`config.mk`:
```
export PLATFORM = sky130hd
export DESIGN_NAME = sleep_clkgate
export DESIGN_NICKNAME = d
export VERILOG_FILES = /design/src/rtl/sleep_clkgate_pkg.sv /design/src/rtl/sleep_clkgate_datapath.sv /design/src/rtl/sleep_clkgate_ctrl.sv /design/src/rtl/sleep_clkgate.sv
export SDC_FILE = /design/constraint.sdc
export NUM_CORES = 1
export LEC_CHECK = 0
export ABC_AREA = 1
export BUFFER_PORTS_ARGS = -buffer_cell sky130_fd_sc_hd__clkbuf_2
export CAP_MARGIN = 30
export CORE_UTILIZATION = 31
export CTS_BUF_LIST = sky130_fd_sc_hd__clkbuf_4 sky130_fd_sc_hd__clkbuf_8
export DETAILED_ROUTE_END_ITERATION = 10
export GPL_ROUTABILITY_DRIVEN = 0
export SLEW_MARGIN = 25
export SYNTH_ARGS = -nofsm -noshare
export SYNTH_HDL_FRONTEND = slang
export SYNTH_SLANG_ARGS = --single-unit
```
`constraint.sdc`:
```
create_clock -name clk -period 2.7 [get_ports clk]
set_clock_uncertainty 0.05 [all_clocks]
set_input_delay 0.27 -clock clk [delete_from_list [all_inputs] [get_ports clk]]
set_output_delay 0.27 -clock clk [all_outputs]
set_load 0.02 [all_outputs]
```
`src/rtl/sleep_clkgate_pkg.sv`:
```
package sleep_clkgate_pkg;

  typedef enum logic [1:0] {
    ST_AWAKE  = 2'd0,
    ST_ASLEEP = 2'd1,
    ST_WAKING = 2'd2
  } stateT;

  // one bit per gated domain
  typedef struct packed {
    logic osc;
    logic asy;
    logic adc;
    logic io;
    logic cpu;
  } gateT;

  // control -> datapath strobes
  typedef struct packed {
    logic latchMode;
    logic loadCnt;
    logic incCnt;
  } strobeT;

  localparam logic [2:0] MODE_IDLE   = 3'd0;
  localparam logic [2:0] MODE_ADCNR  = 3'd1;
  localparam logic [2:0] MODE_PDOWN  = 3'd2;
  localparam logic [2:0] MODE_PSAVE  = 3'd3;
  localparam logic [2:0] MODE_STBY   = 3'd6;
  localparam logic [2:0] MODE_XSTBY  = 3'd7;

  // gating pattern while asleep; reserved codes fall back to Idle
  function automatic gateT modePattern(input logic [2:0] mode);
    gateT g;
    case (mode)
      MODE_ADCNR: g = '{osc: 1'b1, asy: 1'b1, adc: 1'b1, io: 1'b0, cpu: 1'b0};
      MODE_PDOWN: g = '{osc: 1'b0, asy: 1'b0, adc: 1'b0, io: 1'b0, cpu: 1'b0};
      MODE_PSAVE: g = '{osc: 1'b0, asy: 1'b1, adc: 1'b0, io: 1'b0, cpu: 1'b0};
      MODE_STBY:  g = '{osc: 1'b1, asy: 1'b0, adc: 1'b0, io: 1'b0, cpu: 1'b0};
      MODE_XSTBY: g = '{osc: 1'b1, asy: 1'b1, adc: 1'b0, io: 1'b0, cpu: 1'b0};
      default:    g = '{osc: 1'b1, asy: 1'b1, adc: 1'b1, io: 1'b1, cpu: 1'b0};
    endcase
    return g;
  endfunction

endpackage

```
`src/rtl/sleep_clkgate_datapath.sv`:
```
module sleep_clkgate_datapath
  import sleep_clkgate_pkg::*;
#(
  parameter int CNT_W     = 8,
  parameter int FAST_WAKE = 2
) (
  input  logic             clk,
  input  logic             rstN,
  input  logic             cfgWr,
  input  logic [3:0]       cfgData,
  input  logic [CNT_W-1:0] startupCycles,
  input  logic             extWake,
  input  logic             timerWake,
  input  logic             adcWake,
  input  logic             ioWake,
  input  strobeT           strobe,
  output logic             sleepEn,
  output gateT             pattern,
  output logic             wakeOk,
  output logic             cntDone
);

  localparam logic [CNT_W-1:0] FAST_LIM = CNT_W'(FAST_WAKE);

  logic             cfgEn;
  logic [2:0]       cfgMode;
  logic [2:0]       heldMode;
  logic [CNT_W-1:0] cnt;
  logic [CNT_W-1:0] limit;

  // control word
  always_ff @(posedge clk or negedge rstN) begin
    if (!rstN) begin
      cfgEn   <= 1'b0;
      cfgMode <= '0;
    end else if (cfgWr) begin
      cfgEn   <= cfgData[3];
      cfgMode <= cfgData[2:0];
    end
  end

  assign sleepEn = cfgEn;

  // mode captured on sleep entry
  always_ff @(posedge clk or negedge rstN) begin
    if (!rstN) heldMode <= '0;
    else if (strobe.latchMode) heldMode <= cfgMode;
  end

  assign pattern = modePattern(heldMode);

  // wake qualification: external always, others only if their domain runs
  assign wakeOk = extWake | (timerWake & pattern.asy) |
                  (adcWake & pattern.adc) | (ioWake & pattern.io);

  // wake delay counter
  always_ff @(posedge clk or negedge rstN) begin
    if (!rstN) begin
      cnt   <= '0;
      limit <= '0;
    end else if (strobe.loadCnt) begin
      cnt   <= '0;
      limit <= pattern.osc ? FAST_LIM : startupCycles;
    end else if (strobe.incCnt) begin
      cnt   <= cnt + 1'b1;
    end
  end

  // a limit of 0 behaves as 1
  assign cntDone = ({1'b0, cnt} + 1'b1) >= {1'b0, limit};

  assert_cnt_bound_R10: assert property (@(posedge clk) disable iff (!rstN)
    strobe.incCnt |-> (({1'b0, cnt} + 1'b1) < {1'b0, limit}))
    else $error("wake counter stepped past its limit");

  assert_mode_hold_R13: assert property (@(posedge clk) disable iff (!rstN)
    !strobe.latchMode |=> $stable(heldMode))
    else $error("held mode changed without a sleep entry");

endmodule

```
`src/rtl/sleep_clkgate_ctrl.sv`:
```
module sleep_clkgate_ctrl
  import sleep_clkgate_pkg::*;
(
  input  logic   clk,
  input  logic   rstN,
  input  logic   sleepReq,
  input  logic   sleepEn,
  input  gateT   pattern,
  input  logic   wakeOk,
  input  logic   cntDone,
  output strobeT strobe,
  output gateT   gates,
  output logic   awake
);

  stateT state, stateNext;

  always_comb begin
    stateNext = state;
    strobe    = '0;
    case (state)
      ST_AWAKE: if (sleepReq && sleepEn) begin
        stateNext        = ST_ASLEEP;
        strobe.latchMode = 1'b1;
      end
      ST_ASLEEP: if (wakeOk) begin
        stateNext      = ST_WAKING;
        strobe.loadCnt = 1'b1;
      end
      ST_WAKING: if (cntDone) stateNext = ST_AWAKE;
                 else strobe.incCnt = 1'b1;
      default: stateNext = ST_AWAKE;
    endcase
  end

  always_ff @(posedge clk or negedge rstN) begin
    if (!rstN) state <= ST_AWAKE;
    else       state <= stateNext;
  end

  always_comb begin
    case (state)
      ST_ASLEEP: gates = pattern;
      ST_WAKING: begin
        gates     = pattern;
        gates.osc = 1'b1;
      end
      default:   gates = '1;
    endcase
  end

  assign awake = (state == ST_AWAKE);

  assert_awake_full_R12: assert property (@(posedge clk) disable iff (!rstN)
    awake |-> (gates == 5'b11111))
    else $error("awake with a gated domain");

  assert_cpu_gated_R12: assert property (@(posedge clk) disable iff (!rstN)
    !awake |-> !gates.cpu)
    else $error("core clock on while not awake");

  assert_ignore_req_R2: assert property (@(posedge clk) disable iff (!rstN)
    (awake && sleepReq && !sleepEn) |=> awake)
    else $error("sleep entered with sleep-enable clear");

  assert_hold_asleep_R9: assert property (@(posedge clk) disable iff (!rstN)
    (state == ST_ASLEEP && !wakeOk) |=> (state == ST_ASLEEP && $stable(gates)))
    else $error("left sleep without a qualifying wake");

  assert_osc_first_R10: assert property (@(posedge clk) disable iff (!rstN)
    (state == ST_ASLEEP && wakeOk) |=> (gates.osc && !awake))
    else $error("oscillator not restored first on wake");

endmodule

```
`src/rtl/sleep_clkgate.sv`:
```
module sleep_clkgate
  import sleep_clkgate_pkg::*;
#(
  parameter int CNT_W     = 8,
  parameter int FAST_WAKE = 2
) (
  input  logic             clk,
  input  logic             rstN,
  input  logic             cfgWr,
  input  logic [3:0]       cfgData,
  input  logic             sleepReq,
  input  logic [CNT_W-1:0] startupCycles,
  input  logic             extWake,
  input  logic             timerWake,
  input  logic             adcWake,
  input  logic             ioWake,
  output logic             cpuClkEn,
  output logic             ioClkEn,
  output logic             adcClkEn,
  output logic             asyClkEn,
  output logic             oscEn,
  output logic             awake
);

  strobeT strobe;
  gateT   pattern;
  gateT   gates;
  logic   sleepEn;
  logic   wakeOk;
  logic   cntDone;

  sleep_clkgate_datapath #(.CNT_W(CNT_W), .FAST_WAKE(FAST_WAKE)) u_datapath (
    .clk(clk), .rstN(rstN), .cfgWr(cfgWr), .cfgData(cfgData),
    .startupCycles(startupCycles), .extWake(extWake), .timerWake(timerWake),
    .adcWake(adcWake), .ioWake(ioWake), .strobe(strobe), .sleepEn(sleepEn),
    .pattern(pattern), .wakeOk(wakeOk), .cntDone(cntDone)
  );

  sleep_clkgate_ctrl u_ctrl (
    .clk(clk), .rstN(rstN), .sleepReq(sleepReq), .sleepEn(sleepEn),
    .pattern(pattern), .wakeOk(wakeOk), .cntDone(cntDone),
    .strobe(strobe), .gates(gates), .awake(awake)
  );

  assign cpuClkEn = gates.cpu;
  assign ioClkEn  = gates.io;
  assign adcClkEn = gates.adc;
  assign asyClkEn = gates.asy;
  assign oscEn    = gates.osc;

endmodule

```
# Word-level counts from Yosys, hierarchy flattened
# Cells that the tools add are included.
# Widths: inputs -> output; s select.
# word_totals
reg_bits,25
output_inout_bits,6
wordCells,44
inputBits,20
# op_classes
n_mux,15
bitwise,6
n_lt_le_gt_ge,1
n_addsub,2
n_eq_ne,10
n_reduce_logical,4
# op_table
cell,count
$pmux 5 s5,1
$mux 8,3
$pmux 5 s2,1
$add 8x1->9 const B,1
$ge 9x8->1,1
$add 8x1->8 const B,1
$eq 3x2->1 const B,2
$eq 3x3->1 const B,2
$mux 1,6
$mux 2,3
$pmux 2 s3,1
$ne 2x1->1 const B,2
$and 1x1->1,3
$eq 3x1->1 const B,1
$or 1x1->1,3
$reduce_and 3->1,1
$eq 2x1->1 const B,1
$eq 2x2->1 const B,1
$logic_not 2->1,1
$ne 2x2->1 const B,1
$reduce_bool 2->1,1
$logic_and 1x1->1,1

# Depth between registers and ports, before layout
# Gate-level depths: netlist of the first run.
# logic_depth
word_depth,9
depth_mapped,15
ltp_nobuf,15

# Modules after synthesis
# Synthesis of the first run repeated with hierarchy kept, for this count alone.
# hier_totals
hier_cells,184
hier_area_um2,1517.7
# modules_own_cells
module,instances,seq_area_each_um2,cells_each,area_per_inst_um2
sleep_clkgate_datapath,1,575.6,147,1273.7
sleep_clkgate_ctrl,1,50.0,37,244.0

# Worst setup path after synthesis of the first run
# Ideal clock, no wire load.
# synth_path
path_type,register to register
startpoint,register u_datapath.cnt[0]
endpoint,register u_ctrl.state[0]
path_stages_with_launch,16
arrival_time_ns,1.928
setup_ns,0.117
t_required_ns,2.533
path_buffers,1
synth_period_minus_slack_ns,2.095
path_slack_ns,0.605
cell_sequence,dfrtp_1 -> ha_1 -> nand3_2 -> xor2_1 -> ha_1 -> nand2_1 -> inv_1 -> nand2_1 -> nand3_1 -> nand2_1 -> nand2_1 -> nand2_2 -> nand2_2 -> buf_6 -> nand3_1 -> nand2_1
# synth_via
elab_chain_cells,4
# synth_rtl
element,line,text
from (decl),sleep_clkgate_datapath.sv:28,logic [CNT_W-1:0] cnt;
from (signal assigned),sleep_clkgate_datapath.sv:65,cnt <= cnt + 1'b1;
$add 8x1->9,sleep_clkgate_datapath.sv:70,"assign cntDone = ({1'b0, cnt} + 1'b1) >= {1'b0, limit};"
$ge 9x8->1,sleep_clkgate_datapath.sv:70,
$ne 2x2->1 (no source line),-,
$reduce_and 3->1 (no source line),-,
to (signal assigned),sleep_clkgate_ctrl.sv:38,else state <= stateNext;
to (decl),sleep_clkgate_ctrl.sv:16,"stateT state, stateNext;"
# No other way between the ends.
# A chain may end at the register's enable or synchronous reset.

# Worst setup path in the final report of the first run
# layout_path
startpoint,register u_datapath.cnt[0]
endpoint,register u_ctrl.state[1]
# The elaborated chain is that of the path after synthesis.

==> results of run 1 <==
state kept, by name, indices dropped and copies added (netlist names):
signal and flops:
u_datapath.cnt 8, u_ctrl.state 2, u_datapath.limit 8, u_datapath.heldMode 3, u_datapath.cfgMode 3, u_datapath.sleepEn 1
routing by layer:
metal | share of wire [%] | wire, microns | vias to the layer above | GRT usage [%]
met5 | 0 | 0 | - | 0
met4 | 1.4 | 40 | 0 | 3.92
met3 | 5.2 | 155 | 4 | 3.66
met2 | 45 | 1320 | 40 | 20.6
met1 | 49 | 1440 | 564 | 16.6
li1 | - | - | 650 | -
cells by family after synthesis:
| kind of cell | share of synthesized area, % |
|---|---|
| and+or+nand+nor | 26.3 |
| buffers and inverters | 9.23 |
| AOI/OAI and AO/OA | 9.23 |
| muxes | 0.749 |
| adders and majority gates | 9.98 |
| DFF | 41.6 |
| xor gates and xnor gates | 2.91 |
path summary, 6_finish.rpt:
check,start,to,cells after the start
worst max-delay path,u_datapath.cnt[0]$_DFFE_PN0P_,u_ctrl.state[1]$_DFFE_PN0P_,14
worst min-delay path,cfgData[1],u_datapath.cfgMode[1]$_DFFE_PN0P_,3
worst max register to register,u_datapath.cnt[0]$_DFFE_PN0P_,u_ctrl.state[1]$_DFFE_PN0P_,14
worst min register to register,u_datapath.limit[0]$_DFFE_PN0N_,u_datapath.limit[0]$_DFFE_PN0N_,2
max in group asynchronous,rstN,u_datapath.sleepEn$_DFFE_PN0P_,2
min in group asynchronous,rstN,u_datapath.limit[5]$_DFFE_PN0N_,2
cell usage after synthesis (all sizes together):
cell   instances
nor2           5
ha            12
a31oi          1
nand3         23
o21ai         19
buf            3
xnor2          1
nor3           1
dfrtp         25
nand4          9
xor2           4
mux2           1
inv           29
nand2         44
a21oi          3
o31ai          1
report_power, final:
part | leakage [nW] | internal, W | switching (W)
clock | 0.0255 | 0.000103 | 0.000122
sequential | 0.328 | 0.000483 | 0.0000584
combinational | 0.545 | 0.000305 | 0.000656
total | 0.899 | 0.000891 | 0.000836
final cells by class:
cell class / instances / area [sq um]
multi-input combinational: 124 / 739
fill: 458 / 2780
inverter: 29 / 109
clock buffer: 3 / 41.3
timing repair buffer: 26 / 135
clock inverter: 1 / 5.00
tap: 52 / 65.1
sequential: 25 / 626
through the flow:
step                utilization (%)  std cells  power [W]  instance area [sq um]
floorplan                         -        181    0.00130                   1500
global placement               36.9        255    0.00149                   1660
detailed placement             36.9        255    0.00151                   1660
CTS                            38.2        260    0.00175                   1720
global route                   38.2        260    0.00190                   1720
finish                         38.2        260    0.00173                   1720
repair_timing:
action | 4_1_cts | 5_1_grt
resized for setup | 0 | 0
hold buffers | 1 | 0
endpoints found under the hold margin | 25 | 0
worst register-to-register path, stage by stage (launching register included):
cell and delay [ps]:
dfrtp_1 440, ha_1 250, nand3_2 120, xor2_1 210
ha_1 280, nand2_1 60, inv_1 50, nand2_1 60
nand3_1 80, nand2_1 60, nand2_1 50, nand2_2 150
nand2_2 170, nand3_1 120, nand2_1 60
==> reports/qor.csv, run 1 <==
stage,metric,value,unit
finish,layout_commonest_cell,nand2_1,
setup_path,cp-start-kind,flip-flop,
sta,finalSetupViolCount,0,
yosys,ys_warn_count,0,
clocking,cts.sink_count,25,
yosys,syn_area_per_cell,8.31,sq um
setup_path,slowest_delay,440,ps
floorplanning,coreArea,4500,sq um
yosys,ys_types,23,
clocking,insertion_delay,270,ps
floorplanning,initial_core_util,33.4,%
routing,dr.pass1.iters,4,
grt,grt_max_degree,26,
pwr,peakVddDrop,0.551,mV
place,port_buffers,25,
floorplanning,dieArea,5130,sq um
yosys,synth_fp_nets,213,
setup_path,crit_top_cell,nand2_1,
setup_path,cpMaxStageDelayCell,dfrtp_1,
finish,syn_to_final_growth,14.4,%
floorplanning,dieWidth,71.7,microns
grt,antenna_found_initial,0,
routing,vias,1258,
yosys,synth_area_leaders,"dfrtp_1 42%, nand2_1 10%, ha_1 10%",
routing,wirelength,2960,microns
sta,fin_setup_tns,0,ps
setup_path,path_cells,ha_1 > nand3_2 > xor2_1 > ha_1 > nand2_1 > inv_1 > nand2_1 > nand3_1 > nand2_1 > nand2_1 > nand2_2 > nand2_2 > nand3_1 > nand2_1,
floorplanning,die-height,71.7,microns
yosys,synthesis.area,1500,sq um
sta,fin_crit,2320,ps
floorplanning,num_rows,24,
finish,final_nets,241,
clocking,htree_levels,1,
setup_path,arrival,2440,ps
sta,worst_pin_slew,639,ps
yosys,synth_seq_area_share,41.6,%
sta,max_freq,0.431,GHz
pwr,p_leak,0.899,nW
setup_path,cp.required,2820,ps
floorplanning,io_pins,26,
sta,holdWs,152,ps
setup_path,path_max_fanout,11,
finish,final_cell_mix,"41 x nand2_1, 28 x inv_1, 25 x clkbuf_2, 25 x dfrtp_1, 21 x nand3_1",
routing,drt-initial-drc-count,82,
routing,routedWlPerCell,11.4,microns
yosys,yosysTopAreaCell,dfrtp_1,
clocking,cts-root-buf,clkbuf_8,
pwr,powerDensity,1000,nW/um^2
grt,grt_pass1_vias,1177,
place,dp_slack,394,ps
finish,drive_gt1_share,18.8,%
clocking,cts_setup_buffers,0,
status,outcome,completed,
routing,drc,0,
yosys,synth_top_area_share,41.6,%
sta,slew_viol_final,0,
grt,gr-usage-all-layers,12.8,%
grt,grt_overflow_total,0,
flow_run,cap_viol_max_count,0,
yosys,syn_inst,181,
sta,hold_violations,0,
clocking,cts_tree,done,
sta,slew_headroom,57.4,%
setup_path,worstSetupPathType,flip-flop to flip-flop,
sta,post-route-period-util,86.0,%
finish,diodes,0,
clocking,clk_pin_slew,90,ps
clocking,clock_path_buffers,2,
setup_path,r2r_slack,380,ps
clocking,cts_buffers,3,
hold_path,worstHoldPathType,input port to flip-flop,
yosys,synth_seq_cells,25,
grt,grt_pass1_wl,5180,microns
setup_path,cp_top_family,simple AND/OR/NAND/NOR gates,
routing,postRouteAntennaNets,0,
setup_path,cp-end-kind,flip-flop,
place,hpwl,2280,microns
sta,rsz0062_at_grt,no,
sta,setup_slack,378,ps
setup_path,worst-path-buf-inv,1,
routing,avgViaCountPerCell,4.84,
(Power assumes the default switching activity.)
==> run 2, diff against run 1 <==
- CORE_UTILIZATION: 31 -> 57
- CTS_CLUSTER_DIAMETER: default -> 120
- PLACE_DENSITY: default -> 0.81
==> reports/qor.csv, run 2 (synthesis results as in run 1) <==
stage,metric,value,unit
floorplanning,dieWidth,53.4,microns
sta,worst_pin_slew,621,ps
clocking,cts.sink_count,25,
routing,vias,1312,
sta,slew_headroom,58.6,%
grt,grt_overflow_total,0,
status,outcome,completed,
setup_path,cpMaxStageDelayCell,dfrtp_1,
sta,finalSetupViolCount,0,
setup_path,path_cells,ha_1 > nand3_2 > xor2_1 > ha_1 > nand2_1 > inv_1 > nand2_1 > nand3_1 > nand2_1 > nand2_1 > nand2_2 > nand2_2 > nand2_1 > nand2_1 > nand2_1,
flow_run,cap_viol_max_count,0,
grt,grt_pass1_vias,1323,
floorplanning,die-height,53.4,microns
routing,drc,0,
pwr,pwr-share-comb,57.0,%
setup_path,worstSetupPathType,flip-flop to flip-flop,
floorplanning,num_rows,18,
routing,postRouteAntennaNets,0,
grt,gr-usage-all-layers,24.2,%
clocking,cts_buffers,3,
setup_path,arrival,2580,ps
grt,grt_pass1_wl,5000,microns
place,port_buffers,25,
finish,stdcell_area,1680,sq um
finish,nFillCells,216,
sta,rsz0062_at_grt,no,
finish,drive_gt1_share,18.8,%
pwr,internal_power,0.000857,W
place,dp_slack,334,ps
setup_path,cp-start-kind,flip-flop,
pwr,peakVddDrop,0.844,mV
sta,fin_setup_tns,0,ps
clocking,cts_setup_buffers,0,
setup_path,cp-end-kind,flip-flop,
finish,syn_to_final_growth,11.5,%
finish,layout_commonest_cell,nand2_1,
floorplanning,coreArea,2480,sq um
setup_path,cp.required,2890,ps
grt,antenna_found_initial,0,
routing,drt-initial-drc-count,25,
clocking,cts-root-buf,clkbuf_4,
clocking,cts_resized,0,
finish,reg_top3,"u_datapath.cnt x8, u_datapath.limit x8",
finish,register_area,626,sq um
finish,final_cell_mix,"41 x nand2_1, 28 x inv_1, 25 x clkbuf_2, 25 x dfrtp_1, 21 x nand3_1",
routing,routedWlPerCell,12.5,microns
pwr,p_sw,0.000828,W
sta,hold_violations,0,
clocking,clk_pin_slew,140,ps
setup_path,crit_top_cell,nand2_1,
routing,wirelength,2980,microns
grt,grt_max_degree,26,
sta,setup_slack,306,ps
sta,post-route-period-util,88.7,%
clocking,clock_path_buffers,2,
routing,avgViaCountPerCell,5.51,
pwr,seqPwrFrac,32.2,%
setup_path,cp_top_family,simple AND/OR/NAND/NOR gates,
sta,max_freq,0.418,GHz
finish,diodes,0,
sta,slew_viol_final,0,
floorplanning,dieArea,2850,sq um
clocking,insertion_delay,330,ps
place,placed_area,1640,sq um
finish,final_nets,241,
pwr,p_clk_share,10.8,%
sta,fin_crit,2390,ps
finish,multi_input_area,739,sq um
routing,dr.pass1.iters,4,
pwr,powerDensity,1010,nW/um^2
floorplanning,io_pins,26,
hold_path,worstHoldPathType,input port to flip-flop,
place,hpwl,2340,microns
pwr,swShare,49.1,%
setup_path,slowest_delay,460,ps
clocking,cts_tree,done,
floorplanning,initial_core_util,60.7,%
pwr,p_leak,0.892,nW
setup_path,worst-path-buf-inv,1,
clocking,htree_levels,1,
setup_path,path_max_fanout,11,
[run 2: changes by cell type in the layout (fill, tap and decap cells not counted), sizes merged]
cell / delta
clkbuf: +1
clkinv: -1
[run 2: metrics by stage]
| step | cells | hold slack (ps) | util, % | total power (W) |
|---|---|---|---|---|
| 6_report | 238 | 105 | 67.7 | 0.00169 |
| 5_1_grt | 238 | 103 | 67.7 | 0.00182 |
| 4_1_cts | 238 | 106 | 67.7 | 0.00168 |
| 3_5_place_dp | 233 | 262 | 66.1 | 0.00151 |
| 3_3_place_gp | 233 | 255 | 66.1 | 0.00146 |
| 2_1_floorplan | 181 | -75.6 | - | 0.00130 |
[run 2: layer usage]
layer | track usage [%] | wire (microns)
met5 | 0 | 0
met4 | 11.4 | 65
met3 | 3.45 | 115
met2 | 45.8 | 1500
met1 | 25.7 | 1290
[run 2: path summary, 6_finish.rpt]
| kind | from | to | slack (ps) | cells after the start |
|---|---|---|---|---|
| min in group asynchronous | rstN | u_datapath.limit[2]$_DFFE_PN0N_ | 420 | 2 |
| worst min-delay path | cfgData[0] | u_datapath.cfgMode[0]$_DFFE_PN0P_ | 100 | 3 |
| worst max-delay path | u_datapath.cnt[0]$_DFFE_PN0P_ | u_ctrl.state[1]$_DFFE_PN0P_ | 310 | 15 |
| worst max register to register | u_datapath.cnt[0]$_DFFE_PN0P_ | u_ctrl.state[1]$_DFFE_PN0P_ | 310 | 15 |
| worst min register to register | u_datapath.heldMode[0]$_DFFE_PN0P_ | u_datapath.heldMode[0]$_DFFE_PN0P_ | 460 | 2 |
| max in group asynchronous | rstN | u_datapath.heldMode[0]$_DFFE_PN0P_ | 1770 | 2 |
[run 2: final cells by class]
class                           count  share of cell area [%]
Clock buffer                        4                    1.79
Inverter                           29                    6.49
Multi-Input combinational cell    124                    44.1
Sequential cell                    25                    37.3
Tap cell                           30                    2.24
Timing Repair Buffer               26                    8.06
[run 2: power by group through the flow]
stage               Sequential (W)  Combinational, W  Clock (W)
floorplan                 0.000535          0.000768          0
CTS                       0.000542          0.000962   0.000180
finish                    0.000542          0.000961   0.000182
detailed placement        0.000550          0.000957          0
global route              0.000554           0.00107   0.000195
global placement          0.000546          0.000910          0
[run 2: worst min-delay path: cells and delay by family]
family,cells,cell delay [ps]
AND/OR/NAND/NOR,1,40
AO/OA/AOI/OAI,1,60
buffers and inverters,1,80
[run 2: what timing repair did]
| item | CTS | global route |
|---|---|---|
| hold buffers | 1 | 0 |
| endpoints found under the setup margin | 0 | 0 |
| endpoints found under the hold margin | 25 | 0 |
==> run 3, diff against run 2 <==
- CORE_UTILIZATION: 57 -> 50
- GPL_ROUTABILITY_DRIVEN: 0 -> default
- PLACE_DENSITY: 0.81 -> 0.72
==> reports/qor.csv, run 3 (synthesis results as in run 1) <==
stage,metric,value,unit
status,outcome,"finished, violations left",
status,failed_checks,design-rule violations,
setup_path,cp-start-kind,flip-flop,
pwr,p_sw,0.000813,W
place,hpwl,2260,microns
sta,fin_setup_tns,0,ps
pwr,p_clk_share,10.3,%
setup_path,worstSetupPathType,flip-flop to flip-flop,
grt,grt_overflow_total,0,
finish,nFillCells,259,
clocking,htree_levels,1,
clocking,cts_resized,0,
pwr,pwr-share-comb,56.8,%
grt,grt_max_degree,26,
finish,final_cell_mix,"41 x nand2_1, 28 x inv_1, 25 x clkbuf_2, 25 x dfrtp_1, 21 x nand3_1",
grt,grt_pass1_wl,5120,microns
sta,fin_crit,2400,ps
sta,setup_slack,304,ps
routing,postRouteAntennaNets,0,
routing,drt-initial-drc-count,27,
floorplanning,die-height,56.8,microns
setup_path,arrival,2610,ps
sta,max_freq,0.417,GHz
floorplanning,coreArea,2810,sq um
setup_path,cp-end-kind,flip-flop,
grt,gr-usage-all-layers,20.8,%
clocking,insertion_delay,330,ps
setup_path,cp.required,2920,ps
pwr,powerDensity,988,nW/um^2
sta,slew_headroom,58.8,%
pwr,p_leak,0.891,nW
sta,post-route-period-util,88.8,%
pwr,internal_power,0.000843,W
grt,antenna_found_initial,0,
sta,slew_viol_final,0,
finish,reg_top3,"u_datapath.cnt x8, u_datapath.limit x8",
finish,fin_util,59.7,%
clocking,cts_tree,done,
setup_path,worstRegToRegCells,12,
pwr,peakVddDrop,0.826,mV
clocking,clock_path_buffers,2,
clocking,clk_pin_slew,140,ps
place,port_buffers,25,
finish,diodes,0,
floorplanning,dieWidth,56.8,microns
floorplanning,initial_core_util,53.6,%
finish,syn_to_final_growth,11.4,%
routing,dr.pass1.iters,7,
finish,final_nets,241,
sta,hold_violations,0,
sta,worst_pin_slew,617,ps
setup_path,path_max_fanout,11,
clocking,cts_buffers,3,
hold_path,hold_depth,3,
place,placed_area,1640,sq um
sta,rsz0062_at_grt,no,
place,gp_congestion,0.823,
pwr,swShare,49.1,%
routing,drc,2,
clocking,cts.sink_count,25,
place,dp_slack,313,ps
hold_path,worstHoldPathType,input port to flip-flop,
flow_run,cap_viol_max_count,0,
routing,avgViaCountPerCell,5.24,
finish,drive_gt1_share,18.8,%
routing,routedWlPerCell,12.0,microns
pwr,seqPwrFrac,32.9,%
routing,vias,1253,
routing,wirelength,2880,microns
finish,layout_commonest_cell,nand2_1,
sta,finalSetupViolCount,0,
floorplanning,num_rows,19,
clocking,cts-root-buf,clkbuf_4,
grt,grt_pass1_vias,1227,
floorplanning,dieArea,3230,sq um
floorplanning,io_pins,26,
finish,stdcell_area,1680,sq um
-- run 3: power groups by stage --
stage / Sequential, W / Combinational [W] / Clock [W]
final: 0.000544 / 0.000941 / 0.000171
after floorplan: 0.000535 / 0.000768 / 0
after detailed placement: 0.000552 / 0.000943 / 0
after global placement: 0.000548 / 0.000917 / 0
after global routing: 0.000555 / 0.00107 / 0.000189
after CTS: 0.000543 / 0.000949 / 0.000181
-- run 3: worst max-delay path, cell delays in order (launching register included) --
cell	delay [ps]
dfrtp_1	460
ha_1	240
nand3_2	120
nor2_4	150
xor2_1	260
ha_1	300
a21oi_1	140
nand2_1	80
nand2_2	140
nand2_2	170
nand2_1	120
nand2_1	60
nand2_1	60
-- run 3: worst paths after layout --
check	slack, ps	start	to
min in group asynchronous	430	rstN	u_datapath.limit[2]$_DFFE_PN0N_
hold reg to reg	470	u_datapath.heldMode[0]$_DFFE_PN0P_	u_datapath.heldMode[0]$_DFFE_PN0P_
setup reg to reg	300	u_datapath.cnt[0]$_DFFE_PN0P_	u_ctrl.state[0]$_DFFE_PN0P_
setup / recovery	300	u_datapath.cnt[0]$_DFFE_PN0P_	u_ctrl.state[0]$_DFFE_PN0P_
max in group asynchronous	1770	rstN	u_datapath.cnt[4]$_DFFE_PN0P_
hold / removal	80	cfgData[2]	u_datapath.cfgMode[2]$_DFFE_PN0P_
-- run 3: what timing repair did --
item / CTS / global route
buffers inserted: 0 / 0
hold buffers: 1 / 0
hold endpoints to repair: 25 / 0
-- run 3: area by class of cell --
| class | count | area, sq um | area share (%) |
|---|---|---|---|
| flip-flops and latches | 25 | 626 | 37.3 |
| clock inverters | 1 | 5.00 | 0.299 |
| multi-input cells | 124 | 739 | 44.1 |
| inverters | 29 | 109 | 6.50 |
| well taps | 31 | 38.8 | 2.32 |
| repair buffers | 26 | 135 | 8.07 |
| clock buffers | 3 | 22.5 | 1.34 |
-- run 3: per-stage QoR --
step                instances  power [W]  hold WS (ps)
finish                    239    0.00166          79.7
floorplan                 181    0.00130         -75.6
detailed placement        234    0.00149           266
CTS                       239    0.00167          67.4
global placement          234    0.00146           258
global route              239    0.00182          98.6
-- run 3: per-layer routing --
layer | global-route usage (%) | vias up | wire length [microns]
li1 | - | 650 | -
met1 | 24.7 | 572 | 1300
met2 | 36.6 | 25 | 1420
met3 | 2.07 | 6 | 101
met4 | 11.5 | 0 | 65
met5 | 0 | - | 0
